**config.mk**
```make
export PLATFORM = sky130hd
export DESIGN_NAME = sflash_cmd_engine
export DESIGN_NICKNAME = d
export VERILOG_FILES = /design/src/rtl/sfe_pkg.sv /design/src/rtl/sfe_regs.sv /design/src/rtl/sfe_shifter.sv /design/src/rtl/sfe_seq.sv /design/src/rtl/sflash_cmd_engine.sv
export SDC_FILE = /design/constraint.sdc
export NUM_CORES = 2
export LEC_CHECK = 0
export BUFFER_PORTS_ARGS = -buffer_cell sky130_fd_sc_hd__clkbuf_2
export CORE_ASPECT_RATIO = 1.4
export CORE_MARGIN = 1.5
export CORE_UTILIZATION = 44
export DETAILED_ROUTE_END_ITERATION = 8
export GPL_ROUTABILITY_DRIVEN = 0
export SKIP_CTS_REPAIR_TIMING = 1
export SYNTH_ARGS = -nofsm -noshare
export SYNTH_HDL_FRONTEND = slang
export SYNTH_SLANG_ARGS = --single-unit
```
**constraint.sdc**
```tcl
create_clock -name clk -period 4.9 [get_ports clk]
set_input_delay 0.735 -clock clk [delete_from_list [all_inputs] [get_ports clk]]
set_output_delay 0.735 -clock clk [all_outputs]
set_load 0.02 [all_outputs]
```
**src/rtl/sfe_pkg.sv**
```systemverilog
package sfe_pkg;
    localparam int REG_AW     = 7;
    localparam int MENU_N     = 8;
    localparam int MENU_AW    = $clog2(MENU_N);
    localparam int DBUF_BYTES = 64;
    localparam int DBUF_AW    = $clog2(DBUF_BYTES);
    localparam int ADDR_BYTES = 3;
    localparam int BIDX_W     = $clog2(1 + ADDR_BYTES + DBUF_BYTES + 1);

    localparam logic [REG_AW-1:0] OFS_STAT   = 7'h00;
    localparam logic [REG_AW-1:0] OFS_CTL_LO = 7'h01;
    localparam logic [REG_AW-1:0] OFS_CTL_HI = 7'h02;
    localparam logic [REG_AW-1:0] OFS_ADR0   = 7'h04;
    localparam logic [REG_AW-1:0] OFS_PFX    = 7'h08;
    localparam logic [REG_AW-1:0] OFS_TYP_LO = 7'h0A;
    localparam logic [REG_AW-1:0] OFS_TYP_HI = 7'h0B;
    localparam logic [REG_AW-1:0] OFS_LOCK   = 7'h0C;
    localparam logic [REG_AW-1:0] OFS_MENU   = 7'h10;
    localparam logic [REG_AW-1:0] OFS_BUF    = 7'h40;

    typedef enum logic [1:0] {
        K_RD_NOADR = 2'd0,
        K_WR_NOADR = 2'd1,
        K_RD_ADR   = 2'd2,
        K_WR_ADR   = 2'd3
    } kind_e;

    typedef enum logic [1:0] {
        ST_IDLE,
        ST_PFX,
        ST_GAP,
        ST_MAIN
    } seq_st_e;

    typedef struct packed {
        logic [7:0]               opc;
        kind_e                    kind;
        logic [8*ADDR_BYTES-1:0]  addr;
        logic [DBUF_AW-1:0]       cnt_m1;
        logic                     data_en;
        logic                     atomic;
        logic [7:0]               pfx;
    } cmd_t;

    function automatic logic kind_has_addr(kind_e k);
        return k[1];
    endfunction

    function automatic logic kind_is_write(kind_e k);
        return k[0];
    endfunction
endpackage

```
**src/rtl/sfe_regs.sv**
```systemverilog
module sfe_regs
    import sfe_pkg::*;
(
    input  logic                clk,
    input  logic                rst,
    input  logic                we,
    input  logic [REG_AW-1:0]   addr,
    input  logic [7:0]          wdata,
    output logic [7:0]          rdata,
    input  logic                busy,
    input  logic                done_set,
    input  logic                err_set,
    input  logic                seq_we,
    input  logic [DBUF_AW-1:0]  seq_widx,
    input  logic [7:0]          seq_wbyte,
    input  logic [DBUF_AW-1:0]  seq_ridx,
    output logic [7:0]          seq_rbyte,
    output logic                go_req,
    output cmd_t                cmd
);
    logic                     done_q, err_q, lock_q;
    logic [7:0]               ctl_lo_q, ctl_hi_q, pfx_q;
    logic [8*ADDR_BYTES-1:0]  addr_q;
    logic [2*MENU_N-1:0]      type_q;
    logic [7:0]               menu_q [MENU_N];
    logic [7:0]               dbuf_q [DBUF_BYTES];

    logic                     in_menu, in_buf;
    logic [MENU_AW-1:0]       menu_idx, go_idx;
    logic [DBUF_AW-1:0]       buf_idx;

    assign in_menu  = addr[REG_AW-1:MENU_AW] == OFS_MENU[REG_AW-1:MENU_AW];
    assign in_buf   = addr[REG_AW-1:DBUF_AW] == OFS_BUF[REG_AW-1:DBUF_AW];
    assign menu_idx = addr[MENU_AW-1:0];
    assign buf_idx  = addr[DBUF_AW-1:0];

    assign go_req = we && (addr == OFS_CTL_LO) && wdata[1];
    assign go_idx = wdata[4 +: MENU_AW];

    always_comb begin
        cmd.opc     = menu_q[go_idx];
        cmd.kind    = kind_e'(type_q[{go_idx, 1'b0} +: 2]);
        cmd.addr    = addr_q;
        cmd.cnt_m1  = ctl_hi_q[DBUF_AW-1:0];
        cmd.data_en = ctl_hi_q[6];
        cmd.atomic  = wdata[2];
        cmd.pfx     = pfx_q;
    end

    assign seq_rbyte = dbuf_q[seq_ridx];

    // status flags: set pulses win over a same-cycle clear
    always_ff @(posedge clk) begin
        if (rst) begin
            done_q <= 1'b0;
            err_q  <= 1'b0;
        end else begin
            if (we && addr == OFS_STAT && wdata[2]) done_q <= 1'b0;
            if (we && addr == OFS_STAT && wdata[3]) err_q  <= 1'b0;
            if (done_set) done_q <= 1'b1;
            if (err_set)  err_q  <= 1'b1;
        end
    end

    always_ff @(posedge clk) begin
        if (rst) begin
            ctl_lo_q <= '0;
            ctl_hi_q <= '0;
            addr_q   <= '0;
            pfx_q    <= '0;
            type_q   <= '0;
            lock_q   <= 1'b0;
            for (int i = 0; i < MENU_N; i++) menu_q[i] <= '0;
        end else if (we) begin
            if (addr == OFS_CTL_LO) ctl_lo_q <= wdata & 8'hFD;
            if (addr == OFS_CTL_HI) ctl_hi_q <= wdata;
            for (int b = 0; b < ADDR_BYTES; b++)
                if (addr == OFS_ADR0 + REG_AW'(b)) addr_q[8*b +: 8] <= wdata;
            if (addr == OFS_LOCK && wdata[0]) lock_q <= 1'b1;
            if (!lock_q) begin
                if (addr == OFS_PFX)    pfx_q       <= wdata;
                if (addr == OFS_TYP_LO) type_q[7:0]  <= wdata;
                if (addr == OFS_TYP_HI) type_q[15:8] <= wdata;
                if (in_menu)            menu_q[menu_idx] <= wdata;
            end
        end
    end

    // data buffer: the sequencer's capture port has priority
    always_ff @(posedge clk) begin
        if (rst) begin
            for (int i = 0; i < DBUF_BYTES; i++) dbuf_q[i] <= '0;
        end else if (seq_we) begin
            dbuf_q[seq_widx] <= seq_wbyte;
        end else if (we && in_buf) begin
            dbuf_q[buf_idx] <= wdata;
        end
    end

    always_comb begin
        rdata = '0;
        if (in_menu) begin
            rdata = menu_q[menu_idx];
        end else if (in_buf) begin
            rdata = dbuf_q[buf_idx];
        end else begin
            case (addr)
                OFS_STAT:          rdata = {4'b0, err_q, done_q, 1'b0, busy};
                OFS_CTL_LO:        rdata = ctl_lo_q;
                OFS_CTL_HI:        rdata = ctl_hi_q;
                OFS_ADR0:          rdata = addr_q[7:0];
                OFS_ADR0 + 7'd1:   rdata = addr_q[15:8];
                OFS_ADR0 + 7'd2:   rdata = addr_q[23:16];
                OFS_PFX:           rdata = pfx_q;
                OFS_TYP_LO:        rdata = type_q[7:0];
                OFS_TYP_HI:        rdata = type_q[15:8];
                OFS_LOCK:          rdata = {7'b0, lock_q};
                default:           rdata = '0;
            endcase
        end
    end
endmodule

```
**src/rtl/sfe_shifter.sv**
```systemverilog
module sfe_shifter (
    input  logic       clk,
    input  logic       rst,
    input  logic       active,
    input  logic       load,
    input  logic [7:0] ld_byte,
    input  logic       miso,
    output logic       sclk,
    output logic       mosi,
    output logic       byte_done,
    output logic [7:0] rx_byte
);
    logic [7:0] sh_q, rx_q;
    logic [2:0] bit_q;
    logic       ph_q, sclk_q;

    assign sclk      = sclk_q;
    assign mosi      = sh_q[7];
    assign rx_byte   = rx_q;
    assign byte_done = active && ph_q && (bit_q == 3'd7);

    // phase 0: raise SCLK and sample MISO; phase 1: drop SCLK and shift
    always_ff @(posedge clk) begin
        if (rst) begin
            sh_q   <= '0;
            rx_q   <= '0;
            bit_q  <= '0;
            ph_q   <= 1'b0;
            sclk_q <= 1'b0;
        end else if (load) begin
            sh_q   <= ld_byte;
            bit_q  <= '0;
            ph_q   <= 1'b0;
            sclk_q <= 1'b0;
        end else if (active) begin
            if (!ph_q) begin
                sclk_q <= 1'b1;
                ph_q   <= 1'b1;
                rx_q   <= {rx_q[6:0], miso};
            end else begin
                sclk_q <= 1'b0;
                ph_q   <= 1'b0;
                sh_q   <= {sh_q[6:0], 1'b0};
                bit_q  <= bit_q + 3'd1;
            end
        end
    end
endmodule

```
**src/rtl/sfe_seq.sv**
```systemverilog
module sfe_seq
    import sfe_pkg::*;
#(
    parameter int GAP_CYC = 2
) (
    input  logic                clk,
    input  logic                rst,
    input  logic                go_req,
    input  cmd_t                cmd_in,
    input  logic                byte_done,
    input  logic [7:0]          rx_byte,
    input  logic [7:0]          buf_rbyte,
    output logic [DBUF_AW-1:0]  buf_ridx,
    output logic                buf_we,
    output logic [DBUF_AW-1:0]  buf_widx,
    output logic [7:0]          buf_wbyte,
    output logic                load,
    output logic [7:0]          ld_byte,
    output logic                active,
    output logic                cs_n,
    output logic                busy,
    output logic                done_set,
    output logic                err_set
);
    localparam int GAP_CW = $clog2(GAP_CYC + 1);

    seq_st_e                  st_q;
    logic [7:0]               opc_q;
    kind_e                    kind_q;
    logic [8*ADDR_BYTES-1:0]  adr_q;
    logic [DBUF_AW-1:0]       cnt_q;
    logic                     den_q;
    logic [BIDX_W-1:0]        bidx_q, hdr, nbytes, nxt_k;
    logic [GAP_CW-1:0]        gap_q;
    logic                     start_ok, last, gap_end;

    assign start_ok = go_req && (st_q == ST_IDLE) && (cmd_in.opc != 8'h00);
    assign err_set  = go_req && (st_q == ST_IDLE) && (cmd_in.opc == 8'h00);

    assign hdr    = kind_has_addr(kind_q) ? BIDX_W'(1 + ADDR_BYTES) : BIDX_W'(1);
    assign nbytes = hdr + (den_q ? (BIDX_W'(cnt_q) + BIDX_W'(1)) : '0);
    assign last   = (bidx_q == nbytes - BIDX_W'(1));
    assign nxt_k  = bidx_q + BIDX_W'(1);
    assign gap_end = (gap_q == GAP_CW'(GAP_CYC - 1));

    assign active = (st_q == ST_PFX) || (st_q == ST_MAIN);
    assign cs_n   = !active;
    assign busy   = (st_q != ST_IDLE);

    assign buf_ridx  = DBUF_AW'(nxt_k - hdr);
    assign buf_widx  = DBUF_AW'(bidx_q - hdr);
    assign buf_wbyte = rx_byte;

    function automatic logic [7:0] frame_byte(input logic [BIDX_W-1:0] k,
                                              input logic [BIDX_W-1:0] h);
        if (k == '0)
            return opc_q;
        if (k < h)
            return 8'(adr_q >> (8 * (ADDR_BYTES - int'(k))));
        return kind_is_write(kind_q) ? buf_rbyte : 8'h00;
    endfunction

    always_comb begin
        load     = 1'b0;
        ld_byte  = 8'h00;
        buf_we   = 1'b0;
        done_set = 1'b0;
        case (st_q)
            ST_IDLE: if (start_ok) begin
                load    = 1'b1;
                ld_byte = cmd_in.atomic ? cmd_in.pfx : cmd_in.opc;
            end
            ST_GAP: if (gap_end) begin
                load    = 1'b1;
                ld_byte = opc_q;
            end
            ST_MAIN: if (byte_done) begin
                buf_we = (bidx_q >= hdr) && !kind_is_write(kind_q);
                if (last) begin
                    done_set = 1'b1;
                end else begin
                    load    = 1'b1;
                    ld_byte = frame_byte(nxt_k, hdr);
                end
            end
            default: ;
        endcase
    end

    always_ff @(posedge clk) begin
        if (rst) begin
            st_q   <= ST_IDLE;
            opc_q  <= '0;
            kind_q <= K_RD_NOADR;
            adr_q  <= '0;
            cnt_q  <= '0;
            den_q  <= 1'b0;
            bidx_q <= '0;
            gap_q  <= '0;
        end else begin
            case (st_q)
                ST_IDLE: if (start_ok) begin
                    opc_q  <= cmd_in.opc;
                    kind_q <= cmd_in.kind;
                    adr_q  <= cmd_in.addr;
                    cnt_q  <= cmd_in.cnt_m1;
                    den_q  <= cmd_in.data_en;
                    bidx_q <= '0;
                    gap_q  <= '0;
                    st_q   <= cmd_in.atomic ? ST_PFX : ST_MAIN;
                end
                ST_PFX: if (byte_done) st_q <= ST_GAP;
                ST_GAP: begin
                    gap_q <= gap_q + GAP_CW'(1);
                    if (gap_end) st_q <= ST_MAIN;
                end
                ST_MAIN: if (byte_done) begin
                    if (last) st_q <= ST_IDLE;
                    else      bidx_q <= nxt_k;
                end
                default: st_q <= ST_IDLE;
            endcase
        end
    end
endmodule

```
**src/rtl/sflash_cmd_engine.sv**
```systemverilog
module sflash_cmd_engine
    import sfe_pkg::*;
#(
    parameter int GAP_CYC = 2
) (
    input  logic              clk,
    input  logic              rst,
    input  logic              reg_we,
    input  logic [REG_AW-1:0] reg_addr,
    input  logic [7:0]        reg_wdata,
    output logic [7:0]        reg_rdata,
    output logic              spi_sclk,
    output logic              spi_cs_n,
    output logic              spi_mosi,
    input  logic              spi_miso
);
    cmd_t               cmd_w;
    logic               go_w, busy_w, done_set_w, err_set_w;
    logic               seq_we_w, load_w, active_w, byte_done_w;
    logic [DBUF_AW-1:0] widx_w, ridx_w;
    logic [7:0]         wbyte_w, rbyte_w, ld_byte_w, rx_byte_w;

    sfe_regs u_regs (
        .clk(clk), .rst(rst),
        .we(reg_we), .addr(reg_addr), .wdata(reg_wdata), .rdata(reg_rdata),
        .busy(busy_w), .done_set(done_set_w), .err_set(err_set_w),
        .seq_we(seq_we_w), .seq_widx(widx_w), .seq_wbyte(wbyte_w),
        .seq_ridx(ridx_w), .seq_rbyte(rbyte_w),
        .go_req(go_w), .cmd(cmd_w)
    );

    sfe_seq #(.GAP_CYC(GAP_CYC)) u_seq (
        .clk(clk), .rst(rst),
        .go_req(go_w), .cmd_in(cmd_w),
        .byte_done(byte_done_w), .rx_byte(rx_byte_w),
        .buf_rbyte(rbyte_w), .buf_ridx(ridx_w),
        .buf_we(seq_we_w), .buf_widx(widx_w), .buf_wbyte(wbyte_w),
        .load(load_w), .ld_byte(ld_byte_w),
        .active(active_w), .cs_n(spi_cs_n), .busy(busy_w),
        .done_set(done_set_w), .err_set(err_set_w)
    );

    sfe_shifter u_shift (
        .clk(clk), .rst(rst),
        .active(active_w), .load(load_w), .ld_byte(ld_byte_w),
        .miso(spi_miso), .sclk(spi_sclk), .mosi(spi_mosi),
        .byte_done(byte_done_w), .rx_byte(rx_byte_w)
    );
endmodule

```
-- Yosys cells after proc, flatten, opt, wreduce, memory -nomap -nowiden
Memory sizes are Yosys's and may differ from the RTL's.
Index checks and enable logic that the tools add are counted.
- $add $sub $neg: 9
- shifts and indexed selects: 2
- reduce and logical (&&, ||, !) cells: 48
- magnitude comparators: 2
- bitwise gates (word level): 3
- muxes and demuxes: 79
- eq/ne operators: 22
- operators by type and width (cell ; count):
    8-bit two-way mux ; 18
    8-bit case mux with 10 select lines ; 1
    1-bit two-way mux ; 40
    24-bit by 32-bit >> shifter with 8-bit output ; 1
    7-bit by 4-bit == test with 1-bit output, second input constant ; 4
    7-bit two-way mux ; 4
    8-bit case mux with 3 select lines ; 1
    8-bit OR reduction ; 3
    7-bit by 3-bit == test with 1-bit output, second input constant ; 3
    2-bit AND reduction ; 10
    16-bit by 5-bit variable part select with 2-bit output ; 1
    7-bit logical NOT ; 2
    2-bit two-way mux ; 7
    7-bit case mux with 2 select lines ; 1
    2-bit nonzero test ; 7
    1-bit logical AND ; 13
    6-bit two-way mux ; 2
    3-bit AND reduction ; 4
    6-bit subtractor ; 2
    8-bit logical NOT ; 1
    2-bit case mux with 4 select lines ; 1
    8-bit nonzero test ; 1
    2-bit by 7-bit subtractor with 8-bit output, first input constant ; 1
    6-bit by 1-bit adder with 7-bit output, second input constant ; 1
    other kinds (26) ; 36
- memories kept: 2
- output and inout port bits: 11
- register bits after elaboration: 138
- word-level logic and storage cells: 190
- RAM bits: 576
- input port bits: 19
- memory list (memory ; words ; width ; read ports ; clocked after memory_dff ; write ports ; line ; source):
    u_regs.dbuf_q ; 64 ; 8 ; 2 ; 0 ; 64 ; sfe_regs.sv:26 ; logic [7:0] dbuf_q [DBUF_BYTES];
    u_regs.menu_q ; 8 ; 8 ; 2 ; 0 ; 8 ; sfe_regs.sv:25 ; logic [7:0] menu_q [MENU_N];

-- Depth between registers and ports, before layout
- depth in word-level cells: 18
- gate-level depth with buffers: 16
- depth with buffers taken out: 14

-- Cells and area by module
From an unflattened synthesis, not the netlist that was laid out.
- cells, all modules: 3071
- area total of the unflattened synthesis: 38871.0 um2
- by module, submodules not included (module ; cells each ; sequential area each (um2) ; times used ; area each (um2)):
    sfe_regs ; 2464 ; 18617.9 ; 1 ; 34172.8
    sfe_seq ; 510 ; 1041.0 ; 1 ; 3831.2
    sfe_shifter ; 97 ; 400.4 ; 1 ; 867.1

-- Worst setup path before layout
No wires, ideal clock.
- path type: input-to-output
- start: in reg_addr[0]
- end: out reg_rdata[6]
- data required time: 4.165 ns
- path buffers: 3
- arrival time: 3.540 ns
- cell stages on the path: 8
- path slack: 0.625 ns
- path through: clkbuf_1 > buf_2 > buf_1 > mux4_2 > mux4_2 > mux4_2 > nand2_1 > o2111ai_1
- cells in the longest elaborated chain, start to end: 4
- elaborated cells between the ends (all ways): 15
- those cells by class: 9 x eq/ne; 3 x mux; 1 x reduce/logical; 2 x memory
- ends and longest elaborated chain (what ; line ; source):
    start: declaration ; sflash_cmd_engine.sv:9 ; input logic [REG_AW-1:0] reg_addr,
    branches (longest 3 deep; another with memory read 64 x 8 bit) ; n/a ;
    8-bit two-way mux (*) ; sfe_regs.sv:102 ; if (in_menu) begin
    end: declaration ; sflash_cmd_engine.sv:11 ; output logic [7:0] reg_rdata,
Every way passes the cells marked *.

-- Worst setup path in the final report
- start: reg u_seq.cnt_q[1]
- end: reg u_shift.sh_q[4]
- cells in the longest elaborated chain, start to end: 10
- elaborated cells between the ends (all ways): 15
- those cells by class: 3 x add/sub; 1 x eq/ne; 8 x mux; 3 x reduce/logical
- ends and longest elaborated chain (what ; line ; source):
    start: declaration ; sfe_seq.sv:31 ; logic [DBUF_AW-1:0] cnt_q;
    start signal: assignment ; sfe_seq.sv:106 ; cnt_q <= cmd_in.cnt_m1;
    6-bit by 1-bit adder with 7-bit output (*) ; sfe_seq.sv:41 ; assign nbytes = hdr + (den_q ? (BIDX_W'(cnt_q) + BIDX_W'(1)) : '0);
    7-bit two-way mux (*) ; sfe_seq.sv:41 ;
    7-bit adder (*) ; sfe_seq.sv:41 ;
    7-bit by 1-bit subtractor with 7-bit output (*) ; sfe_seq.sv:42 ; assign last = (bidx_q == nbytes - BIDX_W'(1));
    7-bit == test (*) ; sfe_seq.sv:42 ;
    1-bit two-way mux ; sfe_seq.sv:79 ; if (last) begin
    1-bit two-way mux ; sfe_seq.sv:77 ; ST_MAIN: if (byte_done) begin
    1-bit case mux with 3 select lines ; sfe_seq.sv:68 ; case (st_q)
    2-bit nonzero test (no source line) ; n/a ;
    2-bit AND reduction (no source line) ; n/a ;
    end signal: assignment ; sfe_shifter.sv:31 ; sh_q <= ld_byte;
    end signal: assignment ; sfe_shifter.sv:43 ; sh_q <= {sh_q[6:0], 1'b0};
    end: declaration ; sfe_shifter.sv:13 ; logic [7:0] sh_q, rx_q;
Mark *: on every way between the ends. The rest lies on a longest branch, timed or not.
A chain may end at the register's enable or synchronous reset.

==> summary.txt <==
outcome -> complete, no violations
Synth area leader -> edfxtp_1
number of storage elements in the synthesis netlist -> 714
Leak -> 14.4 nW
Worst-Margin Slew -> 1240 ps
clock power share -> 41.5%
post-route cell area -> 41900 sq um
largest net degree at the start of global routing -> 87
Final Hold Fails -> 0
Cell variety after synth -> 70
# rows -> 126
later-pin clock latency in the skew report -> 660 ps
CP Class -> reg2reg
Inserted Clock Buffers -> 71
full die area -> 87000 sq um
Crit path arrival time -> 5360 ps
Antenna Cells -> 0
Clock Tree Buf Depth -> 3
Mapped Cells -> 2917
first-pass GRT wire length -> 175000 um
skew final -> 27.0 ps
Synth Area per Inst -> 12.9 sq um
Core Box Area -> 84300 sq um
Post-synth EDFFs -> 576
HPWL Detailed -> 85300 um
CP cell instances -> ha_1, xor2_1, nand2_1, ha_1, inv_1, ha_1, a21o_1, a2111oi_0, nand3b_1, xor2_1, o2111ai_1, a221oi_1, nand4_1, a31oi_1
yosys warns -> 0
number of antenna violations at the first check in global routing -> 1
CP startpoint kind -> register
CTS tree -> done
Starting Density -> 44.4%
Int Power -> 10.5 mW
count leader, synth -> nor2_1
CTS root buf -> clkbuf_16
Vias/cell -> 6.42
ranking of synthesized cells by area -> edfxtp_1 46%, mux4_2 20%, dfxtp_1 7.4%
max incr delay on CP -> 850 ps
Worst Path Max Fanout -> 8
HP Class -> in2reg
Die Height -> 348 um
gr ovfl total -> 0
Tcrit/Tclk final -> 97.9%
worst hold margin -> 353 ps
M1 GR Usage -> 32.0%
final setup fails -> 0
H-Tree Depth -> 3
Logic pwr share -> 8.9%
Post-synth ARST share -> 0%
DRT Pass-1 Iters -> 6
Reg power frac -> 49.6%
GR peak layer -> met2
Mapped Nets -> 2962
Sw Share -> 24.0%
Slew headroom -> 17.6%
top-area cell type share of the netlist area -> 46.1%
Fmax -> 209 MHz
TNS Setup -> 0 ps
met2 Use GR -> 47.2%
Vias -> 26100
crit path time final -> 4790 ps
ys flop type -> edfxtp_1
drt drc -> 0
share of layout cells above drive strength 1 -> 22.3%
Max Cap Viol -> 0
# clock sinks -> 714
Layout area overhead -> 11.9%
top cells by count, synth -> 679 x nor2_1, 576 x edfxtp_1, 328 x mux4_2
most used cell, CP -> ha_1
NetSw -> 3.32 mW
Slew Limit Fails -> 0
gr usage total -> 27.6%
DR WL/cell -> 29.5 um
Die W -> 250 um
CP required -> 5470 ps
vias in the first global route -> 25600
Crit-path slowest cell -> a221oi_1
CP endpoint kind -> register
VDD IR max -> 0.244 mV
# nets final -> 2968
final wirelength -> 120000 um
CTS clk-pin slew, worst paths -> 60 ps
met3 Use GR -> 4.30%
placed instance area -> 39500 sq um
placed cells -> 3938
Seq/Total Area, Yosys -> 53.5%
DRT antenna net count -> 0
RSZ-0062 raised after global routing -> true
Initial DRC Count -> 2949
Post-Syn Area -> 37500 sq um
Port Buffers -> 29
post-route insts no fill -> 4065
fin util -> 49.7%
cell area power density -> 330 nW/um^2
IO Pins -> 30
## worst paths after layout
check,from,to,slack (ps),cells past startpoint
hold reg to reg,u_seq.gap_q[1],u_seq.gap_q[1],470,2
setup / recovery,u_seq.cnt_q[1],u_shift.sh_q[4],110,14
setup reg to reg,u_seq.cnt_q[1],u_shift.sh_q[4],110,14
hold / removal,spi_miso,u_shift.rx_byte[0],350,3
## metal layers
| layer | wire, um | up-vias |
|---|---|---|
| met5 | 13 | - |
| met4 | 8810 | 2 |
| met3 | 9600 | 313 |
| met2 | 60100 | 1510 |
| met1 | 41300 | 13200 |
| li1 | - | 11000 |
## cells in the final DEF, fill, tap and decap left out, types with 11 or more instances in the layout
master     synthesis  routed
clkinv_1           1      12
clkbuf_1         169      13
inv_1             24      25
a31oi_1           12      11
a21oi_1           74      74
dfxtp_1          138     138
nand2_1          191     190
ha_1              25      23
clkbuf_16          0      76
nor3_1            36      34
a22oi_1           20      20
xnor2_1           14      14
nand4_1           17      17
a221oi_1          14      13
buf_12             0      21
nor2_1           679     679
mux4_2           328     328
and2_1            58      58
xor2_1            13      13
o31ai_1           11      11
nor2b_1           14      14
mux2i_1          157     149
buf_4              0     117
mux2_2            33      33
edfxtp_1         576     576
a211oi_1          12      12
clkbuf_2           0      25
nand3_1           72      72
o21ai_0           35      35
## critical path: cells and delay by family, from the launching register on
kind | cells | cell delay (ps)
compound gates | 5 | 2230
fa+ha+maj | 3 | 920
simple gates | 3 | 580
xor+xnor | 2 | 470
flops | 1 | 450
buf+inv | 1 | 60
## power groups by stage
| stage | Sequential, mW | Combinational (mW) | Clock [mW] |
|---|---|---|---|
| 2_1_floorplan | 6.92 | 0.772 | 0 |
| 3_3_place_gp | 6.97 | 1.20 | 0 |
| 3_5_place_dp | 6.98 | 1.22 | 0 |
| 4_1_cts | 6.85 | 1.22 | 5.78 |
| 5_1_grt | 6.88 | 1.28 | 5.98 |
| 6_report | 6.86 | 1.23 | 5.73 |
## sequential cells by signal (all words and copies together) (netlist names), 16 cells and up
register and count:
u_regs.type_q 16, u_regs.dbuf_q 512, u_regs.menu_q 64, u_seq.adr_q 24
u_regs.addr_q 24
## logic make-up after synthesis
group	count (synthesis)	synth area share [%]
AOI/OAI and AO/OA	244	4.43
buffers and inverters	259	2.73
muxes	518	24.9
adders and majority gates	26	0.888
DFF	714	53.5
xor gates and xnor gates	29	0.718
and+or+nand+nor	1127	12.8
## through the flow
| stage | power [mW] | setup slack [ps] |
|---|---|---|
| final | 13.8 | 105 |
| after global routing | 14.1 | -145 |
| after CTS | 13.9 | 228 |
| after detailed placement | 8.20 | 241 |
| after global placement | 8.17 | 279 |
| after floorplan | 7.69 | 625 |
## layout make-up
cell class	instances	area [sq um]
clock inverters	34	388
clock buffers	93	2010
multi-input cells	1944	16600
inverters	27	101
fillers	7125	42400
repair buffers	165	1450
flip-flops and latches	714	20100
well taps	1088	1360
Note: power is estimated with default switching activity, not from simulation.
